File: src/rtl/serial_adder_pkg.sv
// Shared definitions for the bit-serial adder.
// Assumes: nothing beyond IEEE 1800-2017.
package serial_adder_pkg;

    // Sequencer phases: waiting for a start, or shifting bits.
    typedef enum logic {
        PH_IDLE = 1'b0,
        PH_RUN  = 1'b1
    } add_phase_t;

endpackage

File: src/rtl/sa_shift_reg.sv
// Right-shifting register with parallel load.
// Load has priority over shift. The serial output is the LSB.
// Assumes W >= 2.
module sa_shift_reg #(
    parameter int W = 8
) (
    input  logic         clk,
    input  logic         rst_n,
    input  logic         load,
    input  logic         shift,
    input  logic [W-1:0] par_in,
    input  logic         ser_in,
    output logic [W-1:0] q,
    output logic         ser_out
);

    // Register update: reset, parallel load, or one-bit right shift.
    always_ff @(posedge clk) begin
        if (!rst_n)
            q <= '0;
        else if (load)
            q <= par_in;
        else if (shift)
            q <= {ser_in, q[W-1:1]};
    end

    // Low bit is presented to the adder.
    assign ser_out = q[0];

    a_r2_load_takes_input: assert property (@(posedge clk) disable iff (!rst_n)
        load |=> (q == $past(par_in)));

    a_r8_shift_moves_right: assert property (@(posedge clk) disable iff (!rst_n)
        (!load && shift) |=> (q[W-1] == $past(ser_in)) && (q[W-2:0] == $past(q[W-1:1])));

    a_r5_hold_when_idle: assert property (@(posedge clk) disable iff (!rst_n)
        (!load && !shift) |=> $stable(q));

endmodule

File: src/rtl/sa_full_adder.sv
// One-bit full adder shared by every bit position.
// Purely combinational.
module sa_full_adder (
    input  logic x,
    input  logic y,
    input  logic cin,
    output logic s,
    output logic cout
);

    // Sum and majority carry.
    always_comb begin
        s    = x ^ y ^ cin;
        cout = (x & y) | (x & cin) | (y & cin);
    end

endmodule

File: src/rtl/sa_sequencer.sv
// Counts N shift cycles after an accepted start, then pulses done.
// A start is accepted only in the idle phase.
// Assumes N >= 2.
module sa_sequencer
    import serial_adder_pkg::*;
#(
    parameter int N = 8
) (
    input  logic clk,
    input  logic rst_n,
    input  logic start,
    output logic accept,
    output logic shift_en,
    output logic done
);

    localparam int CW = (N > 2) ? $clog2(N) : 1;
    localparam logic [CW-1:0] LAST = CW'(N - 1);

    add_phase_t    phase;
    logic [CW-1:0] bit_cnt;

    // Start is honoured only while idle.
    assign accept   = start && (phase == PH_IDLE);
    assign shift_en = (phase == PH_RUN);

    // Phase, bit counter and done pulse.
    always_ff @(posedge clk) begin
        if (!rst_n) begin
            phase   <= PH_IDLE;
            bit_cnt <= '0;
            done    <= 1'b0;
        end else begin
            done <= 1'b0;
            case (phase)
                PH_IDLE: begin
                    if (start) begin
                        phase   <= PH_RUN;
                        bit_cnt <= '0;
                    end
                end
                PH_RUN: begin
                    bit_cnt <= bit_cnt + 1'b1;
                    if (bit_cnt == LAST) begin
                        phase <= PH_IDLE;
                        done  <= 1'b1;
                    end
                end
                default: phase <= PH_IDLE;
            endcase
        end
    end

    a_r3_done_single: assert property (@(posedge clk) disable iff (!rst_n)
        done |=> !done);

    a_r3_done_follows_run: assert property (@(posedge clk) disable iff (!rst_n)
        done |-> (!shift_en && $past(shift_en)));

    a_r3_count_bounded: assert property (@(posedge clk) disable iff (!rst_n)
        shift_en |-> (bit_cnt <= LAST));

    a_r6_start_ignored: assert property (@(posedge clk) disable iff (!rst_n)
        (shift_en && start && bit_cnt != LAST) |=> (shift_en && bit_cnt == $past(bit_cnt) + 1'b1));

endmodule

File: src/rtl/serial_adder.sv
// Bit-serial adder: two right-shifting operand registers, one full adder
// and a carry flip-flop. The sum bit re-enters the augend register, so
// that register holds the sum after WIDTH shift cycles.
// Assumes WIDTH >= 2.
module serial_adder #(
    parameter int WIDTH = 8
) (
    input  logic             clk,
    input  logic             rst_n,
    input  logic             clr_carry,
    input  logic             start,
    input  logic             keep_b,
    input  logic [WIDTH-1:0] a_in,
    input  logic [WIDTH-1:0] b_in,
    input  logic             b_ser,
    output logic             busy,
    output logic             done,
    output logic [WIDTH-1:0] sum,
    output logic             carry_out
);

    logic             accept;
    logic             shift_en;
    logic             a_bit;
    logic             b_bit;
    logic             s_bit;
    logic             c_next;
    logic             carry_q;
    logic             load_b;
    logic [WIDTH-1:0] b_q;

    sa_sequencer #(.N(WIDTH)) u_seq (
        .clk      (clk),
        .rst_n    (rst_n),
        .start    (start),
        .accept   (accept),
        .shift_en (shift_en),
        .done     (done)
    );

    // Augend register: its serial input takes the sum bit.
    sa_shift_reg #(.W(WIDTH)) u_reg_a (
        .clk     (clk),
        .rst_n   (rst_n),
        .load    (accept),
        .shift   (shift_en),
        .par_in  (a_in),
        .ser_in  (s_bit),
        .q       (sum),
        .ser_out (a_bit)
    );

    // Addend register: reloads unless the streamed value is kept.
    assign load_b = accept && !keep_b;

    sa_shift_reg #(.W(WIDTH)) u_reg_b (
        .clk     (clk),
        .rst_n   (rst_n),
        .load    (load_b),
        .shift   (shift_en),
        .par_in  (b_in),
        .ser_in  (b_ser),
        .q       (b_q),
        .ser_out (b_bit)
    );

    sa_full_adder u_fa (
        .x    (a_bit),
        .y    (b_bit),
        .cin  (carry_q),
        .s    (s_bit),
        .cout (c_next)
    );

    // Carry flip-flop: cleared by request or start, else captures carry-out.
    always_ff @(posedge clk) begin
        if (!rst_n)
            carry_q <= 1'b0;
        else if (clr_carry || accept)
            carry_q <= 1'b0;
        else if (shift_en)
            carry_q <= c_next;
    end

    assign busy      = shift_en;
    assign carry_out = carry_q;

    a_r7_clear_carry: assert property (@(posedge clk) disable iff (!rst_n)
        clr_carry |=> !carry_out);

    a_r2_start_begins: assert property (@(posedge clk) disable iff (!rst_n)
        (start && !busy) |=> (busy && !carry_out && sum == $past(a_in)));

    a_r5_carry_holds: assert property (@(posedge clk) disable iff (!rst_n)
        (!busy && !start && !clr_carry) |=> $stable(carry_out));

endmodule

File: config.mk
export PLATFORM = sky130hd
export DESIGN_NAME = serial_adder
export DESIGN_NICKNAME = d
export VERILOG_FILES = /design/src/rtl/serial_adder_pkg.sv /design/src/rtl/sa_shift_reg.sv /design/src/rtl/sa_full_adder.sv /design/src/rtl/sa_sequencer.sv /design/src/rtl/serial_adder.sv
export SDC_FILE = /design/constraint.sdc
export NUM_CORES = 1
export LEC_CHECK = 0
export CORE_MARGIN = 4
export CORE_UTILIZATION = 53
export DETAILED_ROUTE_END_ITERATION = 10
export DONT_BUFFER_PORTS = 1
export PLACE_DENSITY = 0.76
export SYNTH_ARGS = -nofsm -noshare
export SYNTH_HDL_FRONTEND = slang
export SYNTH_SLANG_ARGS = --single-unit
File: constraint.sdc
create_clock -name clk -period 2.2 [get_ports clk]
set_input_delay 0.44 -clock clk [delete_from_list [all_inputs] [get_ports clk]]
set_output_delay 0.44 -clock clk [all_outputs]
set_load 0.03 [all_outputs]
Yosys cells after proc, flatten, opt, wreduce, memory -nomap -nowiden
Index checks and enable logic that the tools add are counted.
- bits in registers: 22
- word-level logic and storage cells: 36
- $add $sub $neg: 1
- equality and inequality tests: 2
- mux-type cells: 10
- bitwise logic cells: 9
- reductions and logical operators: 8
- operators with widths (kind ; count):
    8-bit 2-to-1 mux ; 4
    3-bit one-hot mux with 2 select lines ; 1
    2-bit nonzero test ; 2
    3-bit by 1-bit adder with 3-bit output, second input constant ; 1
    1-bit bitwise AND ; 3
    3-bit == test, second input constant ; 1
    1-bit 2-to-1 mux ; 3
    3-bit 2-to-1 mux ; 1
    1-bit logical AND ; 2
    2-bit inequality test, second input constant ; 1
    1-bit inverter ; 2
    1-bit bitwise OR ; 2
    1-bit one-hot mux with 2 select lines ; 1
    2-bit AND reduction ; 1
    2-bit OR reduction ; 1
    1-bit XOR ; 2
    1-bit logical NOT ; 1
    1-bit logical OR ; 1

Depth between registers and ports, before layout
- depth in word-level cells: 4
- mapped depth: 4
- gate-level depth less buffers: 4

Hierarchy
Synthesis repeated with hierarchy kept, for this count alone.
- cells, all modules: 97
- area, all modules: 1207.4 um2
- modules (own cells, without submodules) (module ; instances ; cells each ; area each (um2) ; seq. area each (um2)):
    sa_shift_reg ; 2 ; 36 ; 447.9 ; 160.2
    sa_sequencer ; 1 ; 20 ; 240.2 ; 100.1
    serial_adder ; 1 ; 4 ; 51.3 ; 20.0
    sa_full_adder ; 1 ; 1 ; 20.0 ; 0.0

Least setup slack after synthesis
No wires, ideal clock.
- kind: register -> register
- from: reg carry_q (netlist: carry_out)
- to: reg u_reg_a.q[7]
- setup time: 0.131 ns
- data arrival time: 1.143 ns
- data required time: 2.069 ns
- path slack: 0.925 ns
- cell stages (with the launch flop): 4
- buffers on the path: 0
- clock period less this slack: 1.275 ns
- path through: dfxtp_1 -> fa_1 -> o21ai_0 -> a21oi_1
- longest elaborated chain between the ends: 3
- RTL lines (element ; RTL line ; text):
    from (decl) ; serial_adder.sv:28 ; logic carry_q;
    from (signal assigned) ; serial_adder.sv:82 ; carry_q <= c_next;
    1-bit XOR ; sa_full_adder.sv:13 ; s = x ^ y ^ cin;
    8-bit 2-to-1 mux ; sa_shift_reg.sv:23 ; else if (shift)
    8-bit 2-to-1 mux ; sa_shift_reg.sv:21 ; else if (load)
    to (signal assigned) ; sa_shift_reg.sv:22 ; q <= par_in;
    to (signal assigned) ; sa_shift_reg.sv:24 ; q <= {ser_in, q[W-1:1]};
    to (decl) ; sa_shift_reg.sv:13 ; output logic [W-1:0] q,
No other way between the ends. The select of a mux whose other input is x is not followed.
A chain may end at the register's enable or synchronous reset.

Final worst setup path
- from: reg u_seq.phase (netlist: u_seq.shift_en)
- to: out busy
- RTL lines (element ; RTL line ; text):
    from (decl) ; sa_sequencer.sv:20 ; add_phase_t phase;
    from (signal assigned) ; sa_sequencer.sv:30 ; phase <= PH_IDLE;
    from (signal assigned) ; sa_sequencer.sv:38 ; phase <= PH_RUN;
    from (signal assigned) ; sa_sequencer.sv:45 ; phase <= PH_IDLE;
    to (decl) ; serial_adder.sv:16 ; output logic busy,
No word-level cell between the ends.

==> metrics.cfg <==
[worst_setup_path]
startpoint_type=flip-flop
reg2reg_from=u_reg_a.q[0]
crit_slowest_cell=dfxtp_1
cp_top_family=flip-flops
critPathKind=flip-flop to output port
timing.rr.end=u_reg_a.q[7]
required_ns=1.76
end_kind=output port
critPathLaunch=u_seq.shift_en
path_max_fanout=12
critical_path_cell_count=1
arrival_ns=1.11
crit_path_max_incr_delay_ns=0.57
path_cells=buf_4
crit_buf_inv=1
r2r_slack_ns=0.82
r2r_cells=3

[drt]
post-route-drc-count=0
drtIter0Drc=2
vias=675
avgViaCountPerCell=5.58
wl_per_cell_microns=13.9
routed_wl_mm=1.69
first_pass_iters=4
antenna_left=0

[floorplan]
die_area_sq_um=2590
initial_utilization=0.565
placeableCoreArea_sq_um=1730
rows=15
io_pins=33
die_width_microns=50.9
die_h_microns=50.9

[timing]
fin_tns_setup_ns=0
fmax_mhz=646
rsz0062_at_grt=no
relSlewSlack=0.708
hold_viol_final=0
fin_crit_sh=0.704
slew_violations=0
fin_crit_ns=1.55
max_slew.worst_pin.slew_ns=0.438
fin_skew_ns=0.00923
setup_viol=0

[hold_path]
hold_path_class=primary input to flip-flop
min_to=carry_out
min_from=clr_carry
hold_depth=1

[cells_and_area]
final_area_sq_um=1020
stdcell_count=121
nFillCells=158
syn2layout_area_growth_pct=4.23
final_layout_size_suffix_gt1_frac=0.0625
multi_input_area_sq_um=482
finalNetCount=123
antennaDiodeCount=0
ff_latch_area_sq_um=440

[clock_tree]
postCtsSetupBuffers=0
clock_path_buffers=2
htree_levels=1
cts_resized=0
cts_root_buf=clkbuf_4
cts_buffers=3
clock-sinks=22
clkTransAtPathRegs_ns=0.11
clock_latency_ns=0.30
cts_tree=yes
holdBufCountCts=0

[yosys]
synth-seq-cells=22
synth.distinct_cells=20
syn_nets=126
synth_area_sq_um=976
synth_warnings=0
avgSynthCellArea_sq_um=9.76
syn_inst=100
ys_seq_area_frac=0.451

[placement]
hpwlAfterDp_mm=1.23
portBuffers=0
placed_area_sq_um=965
place.gp.congestion=0.707
dp.cells=117

[power_and_ir_drop]
peakVddDrop_v=0.000432
p_leak_nw=0.412
power_density_nw_per_um2=836

[global_routing]
grt_pass1_wl_mm=2.68
grt_overflow=0
grtUsageTotal=0.137
grt_antenna_before_repair=0
grt_max_degree=34
grt_pass1_vias=655

[flow_run]
cap_violations=0

[run_status]
status=complete, no violations

synth_stat cells:
cell type	count	area, sq um
dfxtp_1	22	440
a21oi_1	19	95.1
mux2i_1	16	160
o21ai_0	14	70.1
clkbuf_1	5	18.8
nor3b_1	5	37.5
ha_1	3	37.5
buf_4	2	15.0
nor2b_1	2	12.5
o21ai_1	2	10.0
and2b_1	1	7.51
and3_1	1	6.26
buf_2	1	5.00
buf_6	1	11.3
fa_1	1	20.0
inv_2	1	3.75
nand2_1	1	3.75
nor2_1	1	3.75
o211a_1	1	10.0
o21a_1	1	7.51
layout make-up:
class / instances / area share
Tap cell: 25 / 0.0308
Clock buffer: 3 / 0.0221
Inverter: 1 / 0.00369
Clock inverter: 1 / 0.0295
Sequential cell: 22 / 0.433
Multi-Input combinational cell: 68 / 0.474
Timing Repair Buffer: 1 / 0.00738
placed cells by master (no fill, tap or decap), drive strengths merged:
master,netlist,layout
bufinv,0,1
a21oi,19,19
and3,1,1
o21ai,16,16
mux2i,16,16
dfxtp,22,22
nand2,1,1
fa,1,1
clkbuf,5,3
o211a,1,1
nor2b,2,2
buf,4,1
and2b,1,1
o21a,1,1
ha,3,3
nor2,1,1
inv,1,1
nor3b,5,5
logic make-up after synthesis:
logic type,synth area share
simple gates,0.0731
fa+ha+maj,0.0590
flops,0.451
compound gates,0.197
mux,0.164
buf+inv,0.0551
report_power, final:
part | internal (mW) | total (mW) | switching, mW
registers | 0.427 | 0.476 | 0.0488
logic | 0.0362 | 0.0719 | 0.0357
clock network | 0.184 | 0.303 | 0.119
total | 0.648 | 0.851 | 0.203
worst max path at each step:
stage                              end  slack, ns
final                             busy       0.65
after global placement    u_reg_a.q[7]       0.85
after floorplan           u_reg_a.q[7]       0.93
after global routing              busy       0.61
after CTS                         busy       0.65
after detailed placement  u_reg_a.q[7]       0.82
per-stage QoR:
stage | util | worst slack, ns | hold slack, ns | total power [mW]
4_1_cts | 0.589 | 0.650 | 0.193 | 0.864
2_1_floorplan | - | 0.925 | 0.490 | 0.556
6_report | 0.589 | 0.652 | 0.202 | 0.851
3_3_place_gp | 0.559 | 0.848 | 0.516 | 0.554
3_5_place_dp | 0.559 | 0.816 | 0.519 | 0.559
5_1_grt | 0.589 | 0.607 | 0.187 | 0.894
flip-flops by register name, summed over array words and instances (netlist names):
signal	flops
u_seq.done	1
carry_out	1
u_seq.shift_en	1
u_reg_a.q	8
u_seq.bit_cnt	3
u_reg_b.q	8
routing by layer:
metal / vias to the layer above / wire length, microns / track usage
met5: - / 0 / 0
met4: 0 / 38 / 0.0807
li1: 346 / - / -
met2: 20 / 855 / 0.258
met1: 305 / 681 / 0.125
met3: 4 / 109 / 0.0466
No activity file was read; power rests on OpenSTA's default activity.
